[config.mk]
export PLATFORM = sky130hd
export DESIGN_NAME = pswap_engine
export DESIGN_NICKNAME = d
export VERILOG_FILES = /design/src/rtl/pswap_pkg.sv /design/src/rtl/pswap_ctr.sv /design/src/rtl/pswap_buf.sv /design/src/rtl/pswap_fsm.sv /design/src/rtl/pswap_engine.sv
export SDC_FILE = /design/constraint.sdc
export NUM_CORES = 1
export LEC_CHECK = 0
export BUFFER_PORTS_ARGS = -buffer_cell sky130_fd_sc_hd__buf_2
export CORE_MARGIN = 4
export CORE_UTILIZATION = 62
export CTS_BUF_LIST = sky130_fd_sc_hd__clkbuf_4 sky130_fd_sc_hd__clkbuf_8
export CTS_CLUSTER_SIZE = 8
export DETAILED_ROUTE_END_ITERATION = 8
export GPL_ROUTABILITY_DRIVEN = 1
export PLACE_DENSITY = 0.93
export SYNTH_ARGS = -nofsm -noshare
export SYNTH_HDL_FRONTEND = slang
export SYNTH_SLANG_ARGS = --single-unit
[constraint.sdc]
create_clock -name clk -period 3.9 [get_ports clk]
set_input_delay 0.78 -clock clk [delete_from_list [all_inputs] [get_ports clk]]
set_output_delay 0.78 -clock clk [all_outputs]
set_load 0.05 [all_outputs]
[src/rtl/pswap_pkg.sv]
package pswap_pkg;

  typedef enum logic [2:0] {
    ST_IDLE            = 3'd0,
    ST_CHECK           = 3'd1,
    ST_READ_A          = 3'd2,
    ST_COPY_B_TO_A     = 3'd3,
    ST_WRITE_BUF_TO_B  = 3'd4,
    ST_NEXT_CHUNK      = 3'd5,
    ST_DONE            = 3'd6
  } pswap_state_e;

  typedef enum logic {
    HALF_LO = 1'b0,
    HALF_HI = 1'b1
  } pswap_half_e;

  typedef enum logic {
    WSRC_HOLD = 1'b0,
    WSRC_BUF  = 1'b1
  } pswap_wsrc_e;

endpackage

[src/rtl/pswap_ctr.sv]
module pswap_ctr #(
  parameter int unsigned WORDS   = 8,
  parameter int unsigned CHUNKS  = 32,
  parameter int unsigned WORD_W  = 3,
  parameter int unsigned CHUNK_W = 5
) (
  input  logic               clk,
  input  logic               rst_n,
  input  logic               clr,
  input  logic               word_inc,
  input  logic               chunk_inc,
  output logic [WORD_W-1:0]  word_idx,
  output logic [CHUNK_W-1:0] chunk_idx,
  output logic               word_last,
  output logic               chunk_last
);

  localparam logic [WORD_W-1:0]  WORD_MAX  = WORD_W'(WORDS - 1);
  localparam logic [CHUNK_W-1:0] CHUNK_MAX = CHUNK_W'(CHUNKS - 1);

  logic [WORD_W-1:0]  word_q, word_d;
  logic [CHUNK_W-1:0] chunk_q, chunk_d;
  logic               ctr_en;

  assign word_last  = (word_q == WORD_MAX);
  assign chunk_last = (chunk_q == CHUNK_MAX);
  assign word_idx   = word_q;
  assign chunk_idx  = chunk_q;
  assign ctr_en     = clr | word_inc | chunk_inc;

  always_comb begin
    word_d  = word_q;
    chunk_d = chunk_q;
    if (clr) begin
      word_d  = '0;
      chunk_d = '0;
    end else begin
      if (word_inc) begin
        word_d = word_last ? '0 : word_q + 1'b1;
      end
      if (chunk_inc) begin
        chunk_d = chunk_q + 1'b1;
      end
    end
  end

  always_ff @(posedge clk or negedge rst_n) begin
    if (!rst_n) begin
      word_q  <= '0;
      chunk_q <= '0;
    end else if (ctr_en) begin
      word_q  <= word_d;
      chunk_q <= chunk_d;
    end
  end

  // a chunk only advances once its word index has wrapped back to zero
  a_r4_chunk_after_wrap: assert property (@(posedge clk) disable iff (!rst_n)
    chunk_inc |-> (word_q == '0));

  // the chunk index never advances past the last chunk
  a_r4_chunk_in_range: assert property (@(posedge clk) disable iff (!rst_n)
    chunk_inc |-> !chunk_last);

endmodule

[src/rtl/pswap_buf.sv]
module pswap_buf #(
  parameter int unsigned DEPTH  = 8,
  parameter int unsigned DATA_W = 64,
  parameter int unsigned IDX_W  = 3
) (
  input  logic              clk,
  input  logic              wr_en,
  input  logic [IDX_W-1:0]  wr_idx,
  input  logic [DATA_W-1:0] wr_data,
  input  logic [IDX_W-1:0]  rd_idx,
  output logic [DATA_W-1:0] rd_data
);

  logic [DATA_W-1:0] slot_q [DEPTH];

  for (genvar g = 0; g < DEPTH; g++) begin : g_slot
    logic slot_en;
    assign slot_en = wr_en && (wr_idx == IDX_W'(g));
    always_ff @(posedge clk) begin
      if (slot_en) begin
        slot_q[g] <= wr_data;
      end
    end
  end

  assign rd_data = slot_q[rd_idx];

endmodule

[src/rtl/pswap_fsm.sv]
module pswap_fsm
  import pswap_pkg::*;
(
  input  logic         clk,
  input  logic         rst_n,
  input  logic         start_i,
  input  logic         mismatch_i,
  input  logic         ack_i,
  input  logic         word_last_i,
  input  logic         chunk_last_i,
  output logic         accept_o,
  output logic         word_inc_o,
  output logic         chunk_inc_o,
  output logic         buf_we_o,
  output logic         hold_we_o,
  output logic         req_o,
  output logic         we_o,
  output pswap_half_e  half_o,
  output pswap_wsrc_e  wsrc_o,
  output logic         busy_o,
  output logic         done_o,
  output logic         dirty_o
);

  pswap_state_e state_q, state_d;
  logic         copy_wr_q, copy_wr_d;
  logic         state_en;

  always_comb begin
    state_d     = state_q;
    copy_wr_d   = copy_wr_q;
    accept_o    = 1'b0;
    word_inc_o  = 1'b0;
    chunk_inc_o = 1'b0;
    buf_we_o    = 1'b0;
    hold_we_o   = 1'b0;
    req_o       = 1'b0;
    we_o        = 1'b0;
    half_o      = HALF_LO;
    wsrc_o      = WSRC_BUF;
    done_o      = 1'b0;
    dirty_o     = 1'b0;
    unique case (state_q)
      ST_IDLE: begin
        if (start_i) begin
          accept_o = 1'b1;
          state_d  = ST_CHECK;
        end
      end
      ST_CHECK: begin
        copy_wr_d = 1'b0;
        state_d   = mismatch_i ? ST_READ_A : ST_DONE;
      end
      ST_READ_A: begin
        req_o = 1'b1;
        if (ack_i) begin
          buf_we_o   = 1'b1;
          word_inc_o = 1'b1;
          if (word_last_i) state_d = ST_COPY_B_TO_A;
        end
      end
      ST_COPY_B_TO_A: begin
        req_o = 1'b1;
        if (!copy_wr_q) begin
          half_o = HALF_HI;
          if (ack_i) begin
            hold_we_o = 1'b1;
            copy_wr_d = 1'b1;
          end
        end else begin
          we_o   = 1'b1;
          wsrc_o = WSRC_HOLD;
          if (ack_i) begin
            copy_wr_d  = 1'b0;
            word_inc_o = 1'b1;
            if (word_last_i) state_d = ST_WRITE_BUF_TO_B;
          end
        end
      end
      ST_WRITE_BUF_TO_B: begin
        req_o  = 1'b1;
        we_o   = 1'b1;
        half_o = HALF_HI;
        if (ack_i) begin
          word_inc_o = 1'b1;
          if (word_last_i) state_d = ST_NEXT_CHUNK;
        end
      end
      ST_NEXT_CHUNK: begin
        if (chunk_last_i) begin
          state_d = ST_DONE;
        end else begin
          chunk_inc_o = 1'b1;
          state_d     = ST_READ_A;
        end
      end
      ST_DONE: begin
        done_o  = 1'b1;
        dirty_o = mismatch_i;
        state_d = ST_IDLE;
      end
      default: state_d = ST_IDLE;
    endcase
  end

  assign busy_o   = (state_q != ST_IDLE);
  assign state_en = (state_d != state_q) || (copy_wr_d != copy_wr_q);

  always_ff @(posedge clk or negedge rst_n) begin
    if (!rst_n) begin
      state_q   <= ST_IDLE;
      copy_wr_q <= 1'b0;
    end else if (state_en) begin
      state_q   <= state_d;
      copy_wr_q <= copy_wr_d;
    end
  end

  // no memory traffic while idle
  a_r1_idle_no_req: assert property (@(posedge clk) disable iff (!rst_n)
    !busy_o |-> !req_o);

  // an unacknowledged request stays up with the same direction and half
  a_r5_req_held: assert property (@(posedge clk) disable iff (!rst_n)
    (req_o && !ack_i) |=> (req_o && $stable(we_o) && $stable(half_o)));

  // completion is a one-cycle pulse
  a_r6_done_pulse: assert property (@(posedge clk) disable iff (!rst_n)
    done_o |=> !done_o);

  // dirty only accompanies done
  a_r6_dirty_with_done: assert property (@(posedge clk) disable iff (!rst_n)
    dirty_o |-> done_o);

  // a busy engine never accepts another job
  a_r7_no_accept_busy: assert property (@(posedge clk) disable iff (!rst_n)
    busy_o |-> !accept_o);

endmodule

[src/rtl/pswap_engine.sv]
module pswap_engine
  import pswap_pkg::*;
#(
  parameter int unsigned ADDR_W      = 32,
  parameter int unsigned DATA_W      = 64,
  parameter int unsigned PAGE_BYTES  = 4096,
  parameter int unsigned CHUNK_BYTES = 128
) (
  input  logic              clk,
  input  logic              rst_n,
  input  logic              start_i,
  input  logic [ADDR_W-1:0] page_base_i,
  input  logic              phys_flip_bit_i,
  input  logic              saved_bit_i,
  output logic              busy_o,
  output logic              done_o,
  output logic              dirty_o,
  output logic              mem_req_o,
  output logic              mem_we_o,
  output logic [ADDR_W-1:0] mem_addr_o,
  output logic [DATA_W-1:0] mem_wdata_o,
  input  logic              mem_ack_i,
  input  logic [DATA_W-1:0] mem_rdata_i
);

  localparam int unsigned BYTES_PER_WORD = DATA_W / 8;
  localparam int unsigned WORDS_PER_HALF = (CHUNK_BYTES / 2) / BYTES_PER_WORD;
  localparam int unsigned CHUNKS         = PAGE_BYTES / CHUNK_BYTES;
  localparam int unsigned BYTE_W         = $clog2(BYTES_PER_WORD);
  localparam int unsigned WORD_W         = $clog2(WORDS_PER_HALF);
  localparam int unsigned CHUNK_W        = $clog2(CHUNKS);
  localparam int unsigned OFS_W          = CHUNK_W + 1 + WORD_W + BYTE_W;
  localparam int unsigned PAGE_W         = ADDR_W - OFS_W;

  logic [PAGE_W-1:0]  base_q;
  logic               mismatch_q;
  logic [DATA_W-1:0]  hold_q;

  logic               accept;
  logic               word_inc, chunk_inc;
  logic               buf_we, hold_we;
  logic               word_last, chunk_last;
  logic [WORD_W-1:0]  word_idx;
  logic [CHUNK_W-1:0] chunk_idx;
  logic [DATA_W-1:0]  buf_rd;
  pswap_half_e        half_sel;
  pswap_wsrc_e        wsrc_sel;

  pswap_fsm u_fsm (
    .clk          (clk),
    .rst_n        (rst_n),
    .start_i      (start_i),
    .mismatch_i   (mismatch_q),
    .ack_i        (mem_ack_i),
    .word_last_i  (word_last),
    .chunk_last_i (chunk_last),
    .accept_o     (accept),
    .word_inc_o   (word_inc),
    .chunk_inc_o  (chunk_inc),
    .buf_we_o     (buf_we),
    .hold_we_o    (hold_we),
    .req_o        (mem_req_o),
    .we_o         (mem_we_o),
    .half_o       (half_sel),
    .wsrc_o       (wsrc_sel),
    .busy_o       (busy_o),
    .done_o       (done_o),
    .dirty_o      (dirty_o)
  );

  pswap_ctr #(
    .WORDS   (WORDS_PER_HALF),
    .CHUNKS  (CHUNKS),
    .WORD_W  (WORD_W),
    .CHUNK_W (CHUNK_W)
  ) u_ctr (
    .clk        (clk),
    .rst_n      (rst_n),
    .clr        (accept),
    .word_inc   (word_inc),
    .chunk_inc  (chunk_inc),
    .word_idx   (word_idx),
    .chunk_idx  (chunk_idx),
    .word_last  (word_last),
    .chunk_last (chunk_last)
  );

  pswap_buf #(
    .DEPTH  (WORDS_PER_HALF),
    .DATA_W (DATA_W),
    .IDX_W  (WORD_W)
  ) u_buf (
    .clk     (clk),
    .wr_en   (buf_we),
    .wr_idx  (word_idx),
    .wr_data (mem_rdata_i),
    .rd_idx  (word_idx),
    .rd_data (buf_rd)
  );

  // job parameters captured at the accepting edge
  always_ff @(posedge clk or negedge rst_n) begin
    if (!rst_n) begin
      base_q     <= '0;
      mismatch_q <= 1'b0;
    end else if (accept) begin
      base_q     <= page_base_i[ADDR_W-1:OFS_W];
      mismatch_q <= phys_flip_bit_i ^ saved_bit_i;
    end
  end

  // single word carried from the upper half to the lower half
  always_ff @(posedge clk or negedge rst_n) begin
    if (!rst_n) begin
      hold_q <= '0;
    end else if (hold_we) begin
      hold_q <= mem_rdata_i;
    end
  end

  assign mem_addr_o  = {base_q, chunk_idx, half_sel, word_idx, {BYTE_W{1'b0}}};
  assign mem_wdata_o = (wsrc_sel == WSRC_HOLD) ? hold_q : buf_rd;

  // job base must be page aligned
  a_r4_base_aligned: assert property (@(posedge clk) disable iff (!rst_n)
    (start_i && !busy_o) |-> (page_base_i[OFS_W-1:0] == '0));

  // address and write data hold until acknowledged
  a_r5_addr_stable: assert property (@(posedge clk) disable iff (!rst_n)
    (mem_req_o && !mem_ack_i) |=> $stable(mem_addr_o));

  a_r5_wdata_stable: assert property (@(posedge clk) disable iff (!rst_n)
    (mem_req_o && mem_we_o && !mem_ack_i) |=> $stable(mem_wdata_o));

  // requests only appear inside a busy job
  a_r8_req_in_busy: assert property (@(posedge clk) disable iff (!rst_n)
    mem_req_o |-> busy_o);

endmodule

==> impl_metrics.ini, run 1 <==
[outcome]
result_of_the_run = completed

[synth]
avgSynthCellArea_sq_um = 17.57
syn-cell-area_sq_um = 24250
synth-compound-area-share_pct = 6.378
synth_adder_area_share_pct = 0.5160
synth_simple_gate_area_share_pct = 2.209
synthCells = 1380
synth_top_family_by_area = multiplexers
synthesis.yosys.warnings = 0
post_synth_mux_area_share_pct = 15.32
synth-seq-area-share_pct = 73.42
yosys.area_share.xor_xnor_pct = 0.07225
ys_ff_latch = 609
count_of_cell_types_in_the_netlist = 42

[finish]
num-nets-final = 1735
stdcell_area_sq_um = 28000
nFillCells = 2162
synthToLayoutAreaGrowth_pct = 15.49
drive_gt1_share_pct = 32.31

[power]
peakVddDrop_uv = 601.1
power_density_nw_per_um2 = 871.4
p_leak_uw = 0.01028

[global_route]
grt_pass1_vias = 14710
grt_start_max_net_pins = 56
grt.total_usage_pct = 25.51
grt_first_pass_wirelength_um = 82390
grt_antenna_before_repair = 7
globalRouteOverflowTotal = 0

[clocking]
tritoncts_buffer_count = 94
clock-root-buffer = clkbuf_8
clock_tree.htree_level_count = 3
tritoncts = done
cts_num_sinks = 609
cts.clk_slew.worst_paths_ns = 0.06
worst_skew_pair.late_latency_ns = 0.63
cts_buffer_depth = 3

[floorplanning]
floorplan.rows = 72
core-area_sq_um = 38650
floorplan.die.width_um = 205.8
die-area_sq_um = 42330
die_span_in_y_um = 205.8
pin_count = 203
floorplan.initialDensity_pct = 62.74

[timing]
finalSetupTns_ns = 0
total_count_of_hold_check_failures_in_the_final_report = 0
slew-limit-headroom_pct = 47.96
setup_viol = 0
finClkSkew_ns = 0.01878
timing.final.crit_period_ns = 3.768
maxClockFrequency_mhz = 265.4
final_max_slew_viol_count = 0
part_of_the_cycle_the_worst_path_needs_pct = 96.61
grt_setup_unrepaired = false
timing_worst_slew_pin_value_ns = 0.7787

[route]
detail_route.first_pass.iterations = 5
vias_per_cell = 6.176
route.antenna.remaining_nets = 0
via_count = 13730
dr.first_iter.drc_count = 1155
drc = 0
finalWirelength_um = 54360
detail_route.wl_per_cell_um = 24.45

[worst_setup_path]
worst-setup-path-type = reg -> out
critical_path.max_fanout = 37
cp_data_arrival_time_ns = 2.99
critPathRequiredTime_ns = 3.12
cp-end-kind = primary output
worstSetupStartpointType = register

[placed_design]
placement.io_buffers = 187
gpl.final_weighted_congestion = 0.7873
hpwlAfterDp_um = 30480
dpl_cell_area_sq_um = 26030

[run]
maxcap_violations = 0

[worst_hold_path]
min_path_type = in -> async
logic make-up after synthesis:
kind of cell,Yosys count
AOI/OAI and AO/OA,209
xor gates and xnor gates,2
adders and majority gates,10
buffers and inverters,93
DFF,609
muxes,344
other,1
and+or+nand+nor,112
per-stage QoR:
step	setup WS [ns]	power [uW]	std cells	util (%)	hold WS, ns
2_1_floorplan	0.3788	16310	1382	-	0.4641
3_3_place_gp	0.7729	18730	2044	67.36	0.4637
3_5_place_dp	0.6382	19070	2044	67.36	0.4705
4_1_cts	0.05871	24470	2217	72.40	0.1397
5_1_grt	0.02918	25350	2221	72.44	0.1797
6_report	0.1321	24400	2223	72.45	0.1527
final timing paths:
kind                              startpoint             endpoint  slack, ns  depth (start not counted)
hold / removal                         rst_n           base_q[14]       0.15                          1
max in group asynchronous              rst_n           hold_q[25]       2.87                          2
hold reg to reg                   base_q[12]           base_q[12]       0.48                          1
min in group clk             page_base_i[30]           base_q[18]       0.36                          2
setup reg to reg            u_fsm.state_q[1]  u_buf.slot_q[1][25]       1.21                          4
setup / recovery           u_ctr.word_idx[0]       mem_wdata_o[9]       0.13                          6
cells in the final DEF (no fill, tap or decap), drive strengths merged, types with 8 or more instances in the layout:
cell type / count
nand2: 75
a22o: 64
mux2: 216
mux2i: 128
clkbuf: 160
buf: 231
o22ai: 64
edfxtp: 512
clkinv: 9
ha: 10
dfrtp: 97
o31ai: 65
inv: 8
and3: 8
Yosys cell counts, drive strengths merged:
cell type  number  share of area (%)
edfxtp        512                 63
mux2          216                 10
mux2i         128                5.3
dfrtp          97                 10
nand2          75                1.2
o31ai          65                2.0
a22o           64                2.3
o22ai          64                1.7
buf            54                1.5
clkbuf         32               0.50
ha             10               0.52
and3            8               0.21
inv             7               0.11
o21ai           7               0.14
nor2            6              0.093
a21oi           4              0.083
nor2b           4               0.13
nand3           3              0.083
a41oi           2              0.072
and2            2              0.052
nand2b          2              0.052
nor3            2              0.041
or3             2              0.052
xnor2           2              0.072
a211o           1              0.036
a21o            1              0.031
and3b           1              0.036
and4b           1              0.041
and4bb          1              0.052
conb            1              0.015
nand4           1              0.026
nand4bb         1              0.046
nor3b           1              0.031
nor4b           1              0.062
nor4bb          1              0.041
o32ai           1              0.036
per-layer routing:
metal	part of all wire [%]	wire length, um	track usage (%)
met5	0.070	38	0
met4	2.2	1176	8.541
met3	9.0	4914	5.390
met2	50	26970	42.43
met1	39	21260	34.05
sequential cells by signal, summed over array words and instances, names as in the netlist:
register and count:
base_q 20, hold_q 64, mismatch_q 1, u_buf.slot_q 512, u_ctr.chunk_idx 5, u_ctr.word_idx 3, u_fsm.copy_wr_q 1, u_fsm.state_q 3
power breakdown:
part / switching (uW) / total, uW / internal, uW
Sequential: 556 / 8810 / 8250
Clock: 2330 / 5330 / 3000
Combinational: 7010 / 10300 / 3250
Total: 9890 / 24400 / 14500
final cells by class:
class | instances | area [sq um] | area share, %
Inverter | 7 | 26.28 | 0.09384
Sequential cell | 609 | 17810 | 63.59
Antenna cell | 6 | 15.01 | 0.05362
Clock buffer | 160 | 1871 | 6.680
Multi-Input combinational cell | 680 | 6035 | 21.55
Timing Repair Buffer | 231 | 1539 | 5.496
Clock inverter | 12 | 61.31 | 0.2190
Tap cell | 518 | 648.1 | 2.315
timing repair:
action | 4_1_cts | 5_1_grt
endpoints found under the setup margin | 2 | 1
hold buffers | 0 | 0
setup buffers | 1 | 0
gates resized for setup | 1 | 1
cloned | 0 | 0
critical path, stage by stage, from the launching register on:
cell and delay (ns):
dfrtp_4 0.64, buf_12 0.31, buf_4 0.26, mux2i_1 0.10
a22o_1 0.27, o31ai_1 0.40, buf_2 0.34
(Power assumes the default switching activity.)
==> inputs of run 2 (changes only) <==
--- a/config.mk
+++ b/config.mk
@@ -6,13 +6,14 @@
 export NUM_CORES = 1
 export LEC_CHECK = 0
 export BUFFER_PORTS_ARGS = -buffer_cell sky130_fd_sc_hd__buf_2
-export CORE_MARGIN = 4
-export CORE_UTILIZATION = 62
+export CELL_PAD_IN_SITES_DETAIL_PLACEMENT = 1
+export CELL_PAD_IN_SITES_GLOBAL_PLACEMENT = 1
+export CORE_UTILIZATION = 57
 export CTS_BUF_LIST = sky130_fd_sc_hd__clkbuf_4 sky130_fd_sc_hd__clkbuf_8
 export CTS_CLUSTER_SIZE = 8
 export DETAILED_ROUTE_END_ITERATION = 8
 export GPL_ROUTABILITY_DRIVEN = 1
-export PLACE_DENSITY = 0.93
+export PLACE_DENSITY = 0.95
 export SYNTH_ARGS = -nofsm -noshare
 export SYNTH_HDL_FRONTEND = slang
 export SYNTH_SLANG_ARGS = --single-unit
==> constraint.sdc (replaced) <==
create_clock -name clk -period 4.5 [get_ports clk]
set_input_delay 0.9 -clock clk [delete_from_list [all_inputs] [get_ports clk]]
set_output_delay 0.9 -clock clk [all_outputs]
set_load 0.05 [all_outputs]
==> run 2 against run 1 <==
Against the previous run:
- hold slack gained 0.18 ns
- non-clock buffer count up 1
- worst setup slack better by 0.096 ns
- clock-buffer cell count increased by 4
==> impl_metrics.ini, run 2 (synthesis results as in run 1) <==
[power]
clock_power_share_pct = 22.3
power_density_nw_per_um2 = 777.8
totalPowerFinal_uw = 21700
peakVddDrop_uv = 515.9
cellInternalPower_uw = 12510
combPwrFrac_pct = 42.0
power.switching_uw = 9190
switching_share_pct = 42.34
p_leak_uw = 0.01024
power.share.sequential_pct = 35.7

[global_route]
globalRouteOverflowTotal = 0
grt_antenna_before_repair = 11
grt_start_max_net_pins = 61
grt_first_pass_wirelength_um = 101700
grt_pass1_vias = 15840
grt.total_usage_pct = 32.14

[timing]
final_max_slew_viol_count = 0
maxClockFrequency_mhz = 234.1
grt_setup_unrepaired = false
layout_setup_ws_ns = 0.2280
finClkSkew_ns = 0.03656
finalSetupTns_ns = 0
slew-limit-headroom_pct = 33.30
part_of_the_cycle_the_worst_path_needs_pct = 94.93
timing.final.crit_period_ns = 4.272
setup_viol = 0
timing_worst_slew_pin_value_ns = 0.9984
total_count_of_hold_check_failures_in_the_final_report = 0

[worst_setup_path]
worstPathCellList = nand2b_2, buf_12, o22ai_1, o31ai_1, buf_2
cp_slowest_cell = nand2b_2
critPathRequiredTime_ns = 3.60
cp-end-kind = primary output
cp.buffers_inverters = 2
worstSetupStartpointType = register
critical_path.max_fanout = 28
critical_path.max_stage_delay_ns = 0.84
worst-setup-path-type = reg -> out
cp_data_arrival_time_ns = 3.37
critPathTopFamily = simple AND/OR/NAND/NOR gates

[finish]
ff_latch_area_sq_um = 17810
post-route-util_pct = 66.52
multi_input_area_sq_um = 6025
largestRegisters = u_buf.slot_q x512, hold_q x64, base_q x20
stdcell_area_sq_um = 27900
synthToLayoutAreaGrowth_pct = 15.08
nFillCells = 3650
num-nets-final = 1738
layout.cells.most_common = edfxtp_1
largest_register = u_buf.slot_q
largest_register_ffs = 512
drive_gt1_share_pct = 32.51
most-common-layout-cells = edfxtp_1 (512), buf_2 (186), mux2_2 (134)

[placed_design]
gpl.final_weighted_congestion = 0.7592
dpl_cell_area_sq_um = 25910
hpwlAfterDp_um = 36330
dp_worst_setup_slack_ns = 0.8652
placement.io_buffers = 187

[clocking]
cts_num_sinks = 609
clock_tree.htree_level_count = 3
worst_skew_pair.late_latency_ns = 0.69
cts_buffer_depth = 3
cts.clk_slew.worst_paths_ns = 0.07
tritoncts_buffer_count = 96
tritoncts = done
clock-root-buffer = clkbuf_8

[floorplanning]
floorplan.die.width_um = 208.2
die_span_in_y_um = 208.2
die-area_sq_um = 43370
pin_count = 203
floorplan.rows = 75
core-area_sq_um = 41950
floorplan.initialDensity_pct = 57.80

[route]
detail_route.wl_per_cell_um = 30.55
dr.first_iter.drc_count = 1282
detail_route.first_pass.iterations = 5
vias_per_cell = 6.333
via_count = 14260
drc = 0
finalWirelength_um = 68760
route.antenna.remaining_nets = 0

[run]
maxcap_violations = 0

[worst_hold_path]
min_path_type = in -> async

[outcome]
result_of_the_run = completed
## run 2: cell count changes in the layout (fill, tap and decap cells not counted), sizes merged
cell,before,now
diode,6,8
buf,231,232
clkbuf,160,164
## run 2: final timing paths
check                                   from                  end  slack, ns  cells past startpoint
max in group asynchronous              rst_n    u_ctr.word_idx[0]       3.27                      2
max                        u_ctr.word_idx[1]      mem_wdata_o[63]       0.23                      5
min                                    rst_n           hold_q[32]       0.34                      1
max reg2reg                u_ctr.word_idx[0]  u_buf.slot_q[7][46]       1.32                      5
min reg2reg                       base_q[11]           base_q[11]       0.48                      1
min in group clk             page_base_i[23]           base_q[11]       0.44                      2
## run 2: cell type report
cell class | count | area share (%)
timing repair buffer | 232 | 5.022
antenna | 8 | 0.07175
clock buffer | 164 | 6.767
tap | 539 | 2.417
multi-input combinational | 680 | 21.59
inverter | 7 | 0.09417
clock inverter | 12 | 0.2197
sequential | 609 | 63.82
## run 2: routing by layer
layer | part of all wire [%] | up-vias | track usage (%)
met5 | 0.092 | - | 0
met4 | 3.1 | 10 | 13.41
met3 | 7.5 | 158 | 7.683
met2 | 50 | 704 | 53.10
met1 | 39 | 7416 | 40.98
li1 | - | 5967 | -
## run 2: repair_timing
action	CTS	global route
gates resized for setup	0	0
hold buffers	0	0
endpoints found under the setup margin	0	2
buffers inserted	0	1
## run 2: worst register-to-register path, cell delays in order, from the launching register on
cell and delay [ns]:
dfrtp_4 0.85, buf_12 0.31, ha_1 0.24, ha_1 0.34, and2_4 0.67, buf_4 0.43
## run 2: power groups by stage
stage / sequential [uW] / combinational (uW) / clock [uW]
after floorplan: 7960 / 6170 / 0
after global placement: 7710 / 8470 / 0
after detailed placement: 7840 / 8840 / 0
after CTS: 7790 / 9010 / 4900
after global routing: 7830 / 9460 / 5100
final: 7760 / 9110 / 4840
## run 2: stage by stage
| step | hold WS [ns] | instances |
|---|---|---|
| after floorplan | 0.4641 | 1382 |
| after global placement | 0.4622 | 2066 |
| after detailed placement | 0.4712 | 2066 |
| after CTS | 0.3127 | 2242 |
| after global routing | 0.3425 | 2248 |
| final | 0.3365 | 2251 |
